## src/rtl/xtb_pkg.sv

```systemverilog
package xtb_pkg;
    localparam int DATA_W    = 32;
    localparam int ADDR_W    = 8;
    localparam int FIRST_CH  = 4;
    localparam int NARROW_N  = 4;
    localparam int CTRL_W    = 10;

    // control word bit positions
    localparam int CB_CLR    = 3;
    localparam int CB_PER    = 6;
    localparam int CB_OWN    = 7;
    localparam int CB_HALT   = 8;
    localparam int CB_SNAP   = 9;

    // address regions, addr[7:5]
    localparam logic [2:0] RG_CNT  = 3'b010;
    localparam logic [2:0] RG_MAT  = 3'b100;
    localparam logic [2:0] RG_CTL  = 3'b110;
    localparam logic [7:0] AD_STAT = 8'h14;
    localparam logic [7:0] AD_IEN  = 8'h1C;
    localparam logic [7:0] AD_SNAP = 8'h20;

    typedef enum logic {
        MS_ARMED = 1'b0,
        MS_SPENT = 1'b1
    } match_st_e;
endpackage

```

## src/rtl/xtb_rate_sel.sv

```systemverilog
module xtb_rate_sel #(
    parameter int N_TICK = 5
) (
    input  logic [2:0]        code,
    input  logic [N_TICK-1:0] tick_en,
    output logic              tick
);
    always_comb begin
        tick = 1'b0;
        for (int k = 0; k < N_TICK; k++) begin
            if (code == 3'(k + 1)) tick = tick_en[k];
        end
    end
endmodule

```

## src/rtl/xtb_channel.sv

```systemverilog
module xtb_channel
    import xtb_pkg::*;
#(
    parameter int CNT_W = 32,
    parameter int IDX   = 0
) (
    input  logic              clk,
    input  logic              rst_n,
    input  logic [CTRL_W-1:0] ctrl,
    input  logic              rate_tick,
    input  logic              cnt_wr,
    input  logic              mat_wr,
    input  logic [CNT_W-1:0]  wdata,
    input  logic [CNT_W-1:0]  nb_cnt,
    input  logic              nb_step,
    output logic [CNT_W-1:0]  cnt_q,
    output logic [CNT_W-1:0]  mat_q,
    output logic              step_o,
    output logic              hit_o
);
    localparam bit ODD = (IDX % 2) == 1;
    localparam bit EXT = IDX >= NARROW_N;

    match_st_e        st_q, st_d;
    logic             borrow, halted, step_own, src_step;
    logic [CNT_W-1:0] src_cnt, src_next;

    assign borrow   = ODD && !ctrl[CB_OWN];
    assign halted   = borrow || (EXT && ctrl[CB_HALT]);
    assign step_own = rate_tick && !halted && !cnt_wr;
    assign src_cnt  = borrow ? nb_cnt  : cnt_q;
    assign src_step = borrow ? nb_step : step_own;
    assign src_next = src_cnt + CNT_W'(1);
    assign step_o   = step_own;

    // state register
    always_ff @(posedge clk) begin
        if (!rst_n) st_q <= MS_ARMED;
        else        st_q <= st_d;
    end

    // transitions
    always_comb begin
        st_d = st_q;
        unique case (st_q)
            MS_ARMED: begin
                if (cnt_wr || mat_wr)             st_d = MS_ARMED;
                else if (hit_o && !ctrl[CB_PER])  st_d = MS_SPENT;
            end
            MS_SPENT: begin
                if (cnt_wr || mat_wr)             st_d = MS_ARMED;
            end
        endcase
    end

    // outputs
    always_comb begin
        hit_o = (st_q == MS_ARMED) && src_step && (src_next == mat_q);
    end

    always_ff @(posedge clk) begin
        if (!rst_n) begin
            cnt_q <= '0;
            mat_q <= '0;
        end else begin
            if (cnt_wr)                      cnt_q <= wdata;
            else if (hit_o && ctrl[CB_CLR])  cnt_q <= '0;
            else if (step_own)               cnt_q <= cnt_q + CNT_W'(1);
            if (mat_wr)                      mat_q <= wdata;
        end
    end

    a_r3_step: assert property (@(posedge clk) disable iff (!rst_n)
        step_own && !(hit_o && ctrl[CB_CLR]) |=> cnt_q == $past(cnt_q) + CNT_W'(1));
    a_r4_borrow_hold: assert property (@(posedge clk) disable iff (!rst_n)
        borrow && !cnt_wr && !(hit_o && ctrl[CB_CLR]) |=> cnt_q == $past(cnt_q));
    a_r5_halt_hold: assert property (@(posedge clk) disable iff (!rst_n)
        EXT && ctrl[CB_HALT] && !cnt_wr && !(hit_o && ctrl[CB_CLR]) |=> cnt_q == $past(cnt_q));
    a_r6_clear_on_hit: assert property (@(posedge clk) disable iff (!rst_n)
        hit_o && ctrl[CB_CLR] && !cnt_wr |=> cnt_q == '0);
    a_r7_one_shot: assert property (@(posedge clk) disable iff (!rst_n)
        hit_o && !ctrl[CB_PER] && !cnt_wr && !mat_wr |=> !hit_o);
    a_r11_load: assert property (@(posedge clk) disable iff (!rst_n)
        cnt_wr |=> cnt_q == $past(wdata));
endmodule

```

## src/rtl/xtb_irq.sv

```systemverilog
module xtb_irq #(
    parameter int N_CH = 8
) (
    input  logic            clk,
    input  logic            rst_n,
    input  logic [N_CH-1:0] hit_vec,
    input  logic [N_CH-1:0] ien,
    input  logic            clr_wr,
    input  logic [N_CH-1:0] clr_mask,
    output logic [N_CH-1:0] status_q,
    output logic            irq
);
    logic [N_CH-1:0] set_v, keep_v;

    assign set_v  = hit_vec & ien;
    assign keep_v = clr_wr ? (status_q & ~clr_mask) : status_q;

    always_ff @(posedge clk) begin
        if (!rst_n) status_q <= '0;
        else        status_q <= keep_v | set_v;
    end

    assign irq = |status_q;

    a_r9_set_raises: assert property (@(posedge clk) disable iff (!rst_n)
        |set_v |=> irq);
    a_r9_set_wins: assert property (@(posedge clk) disable iff (!rst_n)
        clr_wr && |(set_v & clr_mask) |=> |(status_q & $past(set_v)));
    a_r10_clear_drops: assert property (@(posedge clk) disable iff (!rst_n)
        clr_wr && set_v == '0 && (status_q & ~clr_mask) == '0 |=> !irq);
endmodule

```

## src/rtl/xtimer_bank.sv

```systemverilog
module xtimer_bank
    import xtb_pkg::*;
#(
    parameter int N_CH   = 8,
    parameter int N_TICK = 5,
    parameter int CNT_W  = 32
) (
    input  logic              clk,
    input  logic              rst_n,
    input  logic              wr_en,
    input  logic              rd_en,
    input  logic [ADDR_W-1:0] addr,
    input  logic [DATA_W-1:0] wdata,
    output logic [DATA_W-1:0] rdata,
    input  logic [N_TICK-1:0] tick_en,
    output logic              irq
);
    localparam int IDX_W = $clog2(N_CH);

    logic [2:0]       region;
    logic [IDX_W-1:0] idx;
    logic             aligned, in_cnt, in_mat, in_ctl;

    assign region  = addr[7:5];
    assign idx     = addr[2 +: IDX_W];
    assign aligned = addr[1:0] == 2'b00;
    assign in_cnt  = aligned && region == RG_CNT;
    assign in_mat  = aligned && region == RG_MAT;
    assign in_ctl  = aligned && region == RG_CTL;

    logic [CTRL_W-1:0] ctrl_q  [N_CH];
    logic [CNT_W-1:0]  cnt_q   [N_CH];
    logic [CNT_W-1:0]  mat_q   [N_CH];
    logic [CNT_W-1:0]  nb_cnt  [N_CH];
    logic [N_CH-1:0]   nb_step, step_v, hit_v, rate_v;
    logic [N_CH-1:0]   ien_q, status_q;
    logic [DATA_W-1:0] snap_q;

    for (genvar i = 0; i < N_CH; i++) begin : g_ch
        localparam int KEEP = (i < NARROW_N) ? 8 : CTRL_W;
        localparam logic [CTRL_W-1:0] MASK = CTRL_W'((1 << KEEP) - 1);
        logic sel_here;

        assign sel_here = idx == IDX_W'(i);

        always_ff @(posedge clk) begin
            if (!rst_n)                          ctrl_q[i] <= '0;
            else if (wr_en && in_ctl && sel_here) ctrl_q[i] <= wdata[CTRL_W-1:0] & MASK;
        end

        if (i % 2 == 1) begin : g_nb
            assign nb_cnt[i]  = cnt_q[i-1];
            assign nb_step[i] = step_v[i-1];
        end else begin : g_solo
            assign nb_cnt[i]  = '0;
            assign nb_step[i] = 1'b0;
        end

        xtb_rate_sel #(.N_TICK(N_TICK)) u_rate (
            .code    (ctrl_q[i][2:0]),
            .tick_en (tick_en),
            .tick    (rate_v[i])
        );

        xtb_channel #(.CNT_W(CNT_W), .IDX(i)) u_chan (
            .clk       (clk),
            .rst_n     (rst_n),
            .ctrl      (ctrl_q[i]),
            .rate_tick (rate_v[i]),
            .cnt_wr    (wr_en && in_cnt && sel_here),
            .mat_wr    (wr_en && in_mat && sel_here),
            .wdata     (wdata[CNT_W-1:0]),
            .nb_cnt    (nb_cnt[i]),
            .nb_step   (nb_step[i]),
            .cnt_q     (cnt_q[i]),
            .mat_q     (mat_q[i]),
            .step_o    (step_v[i]),
            .hit_o     (hit_v[i])
        );
    end

    xtb_irq #(.N_CH(N_CH)) u_irq (
        .clk      (clk),
        .rst_n    (rst_n),
        .hit_vec  (hit_v),
        .ien      (ien_q),
        .clr_wr   (wr_en && addr == AD_STAT),
        .clr_mask (wdata[FIRST_CH +: N_CH]),
        .status_q (status_q),
        .irq      (irq)
    );

    always_ff @(posedge clk) begin
        if (!rst_n)                       ien_q <= '0;
        else if (wr_en && addr == AD_IEN) ien_q <= wdata[FIRST_CH +: N_CH];
    end

    // snapshot capture on a counter read of an odd wide channel
    logic              snap_take;
    logic [DATA_W-1:0] snap_val;

    always_comb begin
        snap_take = 1'b0;
        snap_val  = '0;
        for (int i = 0; i < N_CH; i++) begin
            if ((i % 2 == 1) && (i >= NARROW_N) && rd_en && in_cnt &&
                idx == IDX_W'(i) && ctrl_q[i][CB_SNAP]) begin
                snap_take = 1'b1;
                snap_val  = DATA_W'(nb_cnt[i]);
            end
        end
    end

    always_ff @(posedge clk) begin
        if (!rst_n)         snap_q <= '0;
        else if (snap_take) snap_q <= snap_val;
    end

    // registered read
    always_ff @(posedge clk) begin
        if (!rst_n) begin
            rdata <= '0;
        end else if (rd_en) begin
            if (in_cnt)                rdata <= DATA_W'(cnt_q[idx]);
            else if (in_mat)           rdata <= DATA_W'(mat_q[idx]);
            else if (in_ctl)           rdata <= DATA_W'(ctrl_q[idx]);
            else if (addr == AD_STAT)  rdata <= DATA_W'(status_q) << FIRST_CH;
            else if (addr == AD_IEN)   rdata <= DATA_W'(ien_q) << FIRST_CH;
            else if (addr == AD_SNAP)  rdata <= snap_q;
            else                       rdata <= '0;
        end
    end

    a_r8_snap_hold: assert property (@(posedge clk) disable iff (!rst_n)
        !(rd_en && in_cnt) |=> snap_q == $past(snap_q));
    a_r2_read_latency: assert property (@(posedge clk) disable iff (!rst_n)
        !rd_en |=> $stable(rdata));
endmodule

```

## config.mk

```make
export PLATFORM = sky130hd
export DESIGN_NAME = xtimer_bank
export DESIGN_NICKNAME = d
export VERILOG_FILES = /design/src/rtl/xtb_pkg.sv /design/src/rtl/xtb_rate_sel.sv /design/src/rtl/xtb_channel.sv /design/src/rtl/xtb_irq.sv /design/src/rtl/xtimer_bank.sv
export SDC_FILE = /design/constraint.sdc
export NUM_CORES = 2
export LEC_CHECK = 0
export BUFFER_PORTS_ARGS = -buffer_cell sky130_fd_sc_hd__buf_2
export CAP_MARGIN = 20
export CORE_MARGIN = 2
export CORE_UTILIZATION = 40
export CTS_BUF_LIST = sky130_fd_sc_hd__clkbuf_4
export DETAILED_ROUTE_END_ITERATION = 10
export GPL_ROUTABILITY_DRIVEN = 0
export PLACE_DENSITY = 0.53
export SETUP_SLACK_MARGIN = 0.05
export SYNTH_ARGS = -nofsm -noshare
export SYNTH_HDL_FRONTEND = slang
export SYNTH_SLANG_ARGS = --single-unit
```

## constraint.sdc

```tcl
create_clock -name clk -period 8.95 [get_ports clk]
set_clock_uncertainty 0.1 [all_clocks]
set_input_delay 0.4475 -clock clk [delete_from_list [all_inputs] [get_ports clk]]
set_output_delay 0.4475 -clock clk [all_outputs]
set_load 0.02 [all_outputs]
```

==> summary.md <==
| Metric | Value |
|---|---|
| Status | `finished, final reports clean` |
| Max VDD drop | `0.106 mV` |
| Max Cap Viol | `0` |
| Relative slew slack | `4.84%` |
| Worst path max stage delay | `850 ps` |
| Cell chain of the critical path | `ha_1 > nand3_1 > nor4_1 > nand4_1 > a2111oi_0 > o31a_1 > o2111a_1 > nand3_2 > and2_1 > a22o_1 > dlygate4sd3_1` |
| Post-Syn Nets | `6163` |
| Die ar. | `0.125 mm2` |
| Syn_area_per_cell | `8.03 um2` |
| Clock power frac | `44.2%` |
| Post-Layout Cell Count | `7741` |
| CTS tree | `yes` |
| RSZ-0062 raised after global routing | `false` |
| Fmax | `175 MHz` |
| Clk Latency, worst-skew pair | `1260 ps` |
| Number of global-route vias before repair | `45015` |
| Hpwl dp | `168000 um` |
| Post-synth top flop | `dfxtp_1` |
| Lkg Pwr | `18.4 nW` |
| Final Hold Fails | `0` |
| Synthesis-to-finish area growth | `8.63%` |
| FP Rows | `128` |
| Nets | `6021` |
| Pwr Total | `7.25 mW` |
| Cts repair resizes | `0` |
| Pre-CTS setup slack | `3330 ps` |
| H-tree levels | `4` |
| Yosys Warn Count | `0` |
| Synth Instances | `6102` |
| Fin Setup TNS | `0 ps` |
| Setup violations, final | `0` |
| Flops & latches, synth | `672` |
| DR iter-0 viols | `7484` |
| WL final | `234000 um` |
| Post-synth design cell area | `0.0490 mm2` |
| CP Launch Type | `flip-flop` |
| Die H | `354 um` |
| Clock Pin Slew Worst Setup and Hold Paths | `70 ps` |
| CP Data Required Time | `9990 ps` |
| IO Count | `82` |
| Core area | `0.122 mm2` |
| Seq pwr share | `44.5%` |
| Initial antenna violation count | `9` |
| Slew @ Worst Pin | `1430 ps` |
| Die width | `354 um` |
| Worst hold path class | `input port to flip-flop` |
| CTS Buffer Depth | `3` |
| Via Count | `50736` |
| Tmin final | `5720 ps` |
| Post-Route Utilization | `43.7%` |
| Share of cells above drive strength 1 | `13.0%` |
| WL/cell | `30.2 um` |
| IO buf count | `81` |
| Total track usage | `35.9%` |
| Combinational Power Share | `11.4%` |
| Sw frac | `30.6%` |
| Period utilization | `63.9%` |
| Cts bufs inserted | `195` |
| CTS root buf | `clkbuf_4` |
| Internal power | `5.03 mW` |
| Fill count | `12329` |
| Number of routed nets with antenna violations | `0` |
| Starting density of the core | `40.3%` |
| Synth cell types | `111` |
| Crit path max-delay family | `simple AND/OR/NAND/NOR gates` |
| Worst Setup End Kind | `flip-flop` |
| First-pass GRT wire length | `332000 um` |
| Placed insts | `7321` |
| Number of flops mapped to enable cells by yosys | `72` |
| Sequential element share of the synthesized area | `28.9%` |
| Clk sinks | `672` |
| DRC viols | `0` |
| Worst EP arrival | `6750 ps` |
| Pwr/cell area | `136 mW/mm2` |
| DR vias/cell | `6.55` |
| Final worst setup slack | `3230 ps` |
| Psw | `2.22 mW` |
| Total global routing overflow | `0` |
| Drt pass-1 iters | `7` |
| Crit Path Class | `flip-flop to flip-flop` |
| CP bufs+invs | `1` |
| Slew Limit Fails | `0` |
| Pin count of the biggest net entering global routing | `81` |
| Critical-path top delay cell | `nor4_1` |
| Ys async rst share | `0%` |
| Crit path max fanout | `27` |
layer usage:
| layer | up-vias | part of all wire [%] | GRT usage (%) |
|---|---|---|---|
| met3 | 581 | 13 | 9.40 |
| met2 | 3591 | 40 | 49.2 |
| met5 | - | 0.030 | 0 |
| met4 | 10 | 5.7 | 18.9 |
| met1 | 24429 | 41 | 51.0 |
| li1 | 22125 | - | - |
through the flow:
stage / instance area, um2 / hold WS, ps
final: 53200 / 233
after detailed placement: 50000 / 361
after global routing: 53200 / 231
after floorplan: 49000 / 337
after global placement: 49900 / 348
after CTS: 53200 / 96.1
cell type report:
type / count / area (um2) / area share (%)
timing repair buffer: 263 / 1980 / 3.72
sequential: 672 / 14200 / 26.6
clock inverter: 57 / 398 / 0.747
multi-input combinational: 4749 / 32100 / 60.4
tap: 1625 / 2030 / 3.82
antenna: 2 / 5.00 / 0.00940
clock buffer: 294 / 2210 / 4.15
inverter: 79 / 304 / 0.571
cells by family after synthesis:
group	after synthesis	share of synthesized area (%)
DFF	672	28.9
AOI/OAI and AO/OA	1366	18.8
muxes	416	12.3
buffers and inverters	681	5.68
and+or+nand+nor	2478	25.3
adders and majority gates	12	0.306
xor gates and xnor gates	477	8.73
cells in the mapped netlist, drive strengths merged, types with 18 or more instances:
cell type	instances	area share (%)
nor2b	28	0.36
or4	30	0.46
a32oi	25	0.45
nand4	145	2.0
o22ai	41	0.52
mux2i	244	5.0
a31oi	54	0.69
a22o	22	0.39
a211oi	53	0.82
mux4	146	6.7
o31ai	20	0.31
o211a	68	1.4
and2	99	1.3
clkbuf	431	3.3
edfxtp	72	4.4
o21ai	126	1.3
xnor2	291	5.2
nand4b	26	0.51
o2111ai	18	0.32
nor2	343	2.6
nand3	329	3.4
mux2	26	0.60
dfxtp	600	25
nor3	119	1.2
or2	27	0.34
or3	52	0.66
a22oi	89	1.4
nand2	926	7.1
o2111a	27	0.62
nor4	91	1.4
nand2b	35	0.45
and3	87	1.1
buf	171	1.8
a21oi	542	5.5
xor2	179	3.2
and4	28	0.50
a2bb2oi	34	0.61
inv	79	0.60
nand3b	60	0.92
o211ai	54	0.83
sequential cells by signal, summed over array words and instances, names as in the netlist:
signal	cells
u_irq.status_q	8
ien_q	8
rdata	32
g_ch.u_chan.st_q	8
ctrl_q	72
g_ch.u_chan.cnt_q	256
g_ch.u_chan.mat_q	256
snap_q	32
timing repair:
item	CTS	global route
hold endpoints to repair	666	0
buffers inserted	0	0
hold buffers	63	0
tightest hold or removal path, stage by stage:
cell	delay, ps
clkbuf_8	270
nand2_1	180
or2_2	270
or3_1	140
o2111a_1	160
worst paths after layout:
kind / startpoint / endpoint / slack (ps) / cells after the start
worst max-delay path: g_ch[4].u_chan.cnt_q[0] / g_ch[4].u_chan.cnt_q[1] / 3230 / 11
worst min-delay path: addr[2] / g_ch[3].u_chan.cnt_q[22] / 230 / 5
worst max register to register: g_ch[4].u_chan.cnt_q[0] / g_ch[4].u_chan.cnt_q[1] / 3230 / 11
worst min register to register: snap_q[2] / snap_q[2] / 370 / 2
cell usage in the layout, fill, tap and decap left out, types with 27 or more instances in the layout:
cell type | Yosys | layout
mux2i_1 | 244 | 244
dfxtp_1 | 600 | 600
a21oi_1 | 542 | 541
or3_1 | 52 | 52
o2111a_1 | 27 | 27
xnor2_1 | 291 | 291
a22oi_1 | 86 | 86
o21ai_0 | 111 | 109
o22ai_1 | 41 | 41
and4_1 | 28 | 28
and3_1 | 87 | 86
a2bb2oi_1 | 34 | 34
a31oi_1 | 54 | 54
inv_1 | 79 | 78
buf_4 | 16 | 117
nand2b_1 | 35 | 35
o211a_1 | 68 | 68
nand3b_1 | 60 | 60
o211ai_1 | 54 | 54
xor2_1 | 179 | 179
edfxtp_1 | 72 | 72
nand2_1 | 925 | 924
nor4_1 | 78 | 76
or4_1 | 30 | 30
nand3_1 | 325 | 325
nand4_1 | 137 | 137
nor3_1 | 119 | 117
nor2b_1 | 28 | 28
nor2_1 | 342 | 329
and2_1 | 98 | 98
a211oi_1 | 52 | 52
clkbuf_4 | 0 | 295
dlygate4sd3_1 | 0 | 63
clkinv_1 | 0 | 41
mux4_2 | 146 | 146
buf_2 | 97 | 77
power by group through the flow:
stage | Sequential [mW] | Clock [mW] | Combinational [mW]
after global placement | 3.29 | 0 | 0.767
after global routing | 3.23 | 3.39 | 0.849
after CTS | 3.22 | 3.24 | 0.793
final | 3.23 | 3.20 | 0.823
after floorplan | 3.20 | 0 | 0.537
after detailed placement | 3.29 | 0 | 0.771
Note: power is estimated with default switching activity, not from simulation.
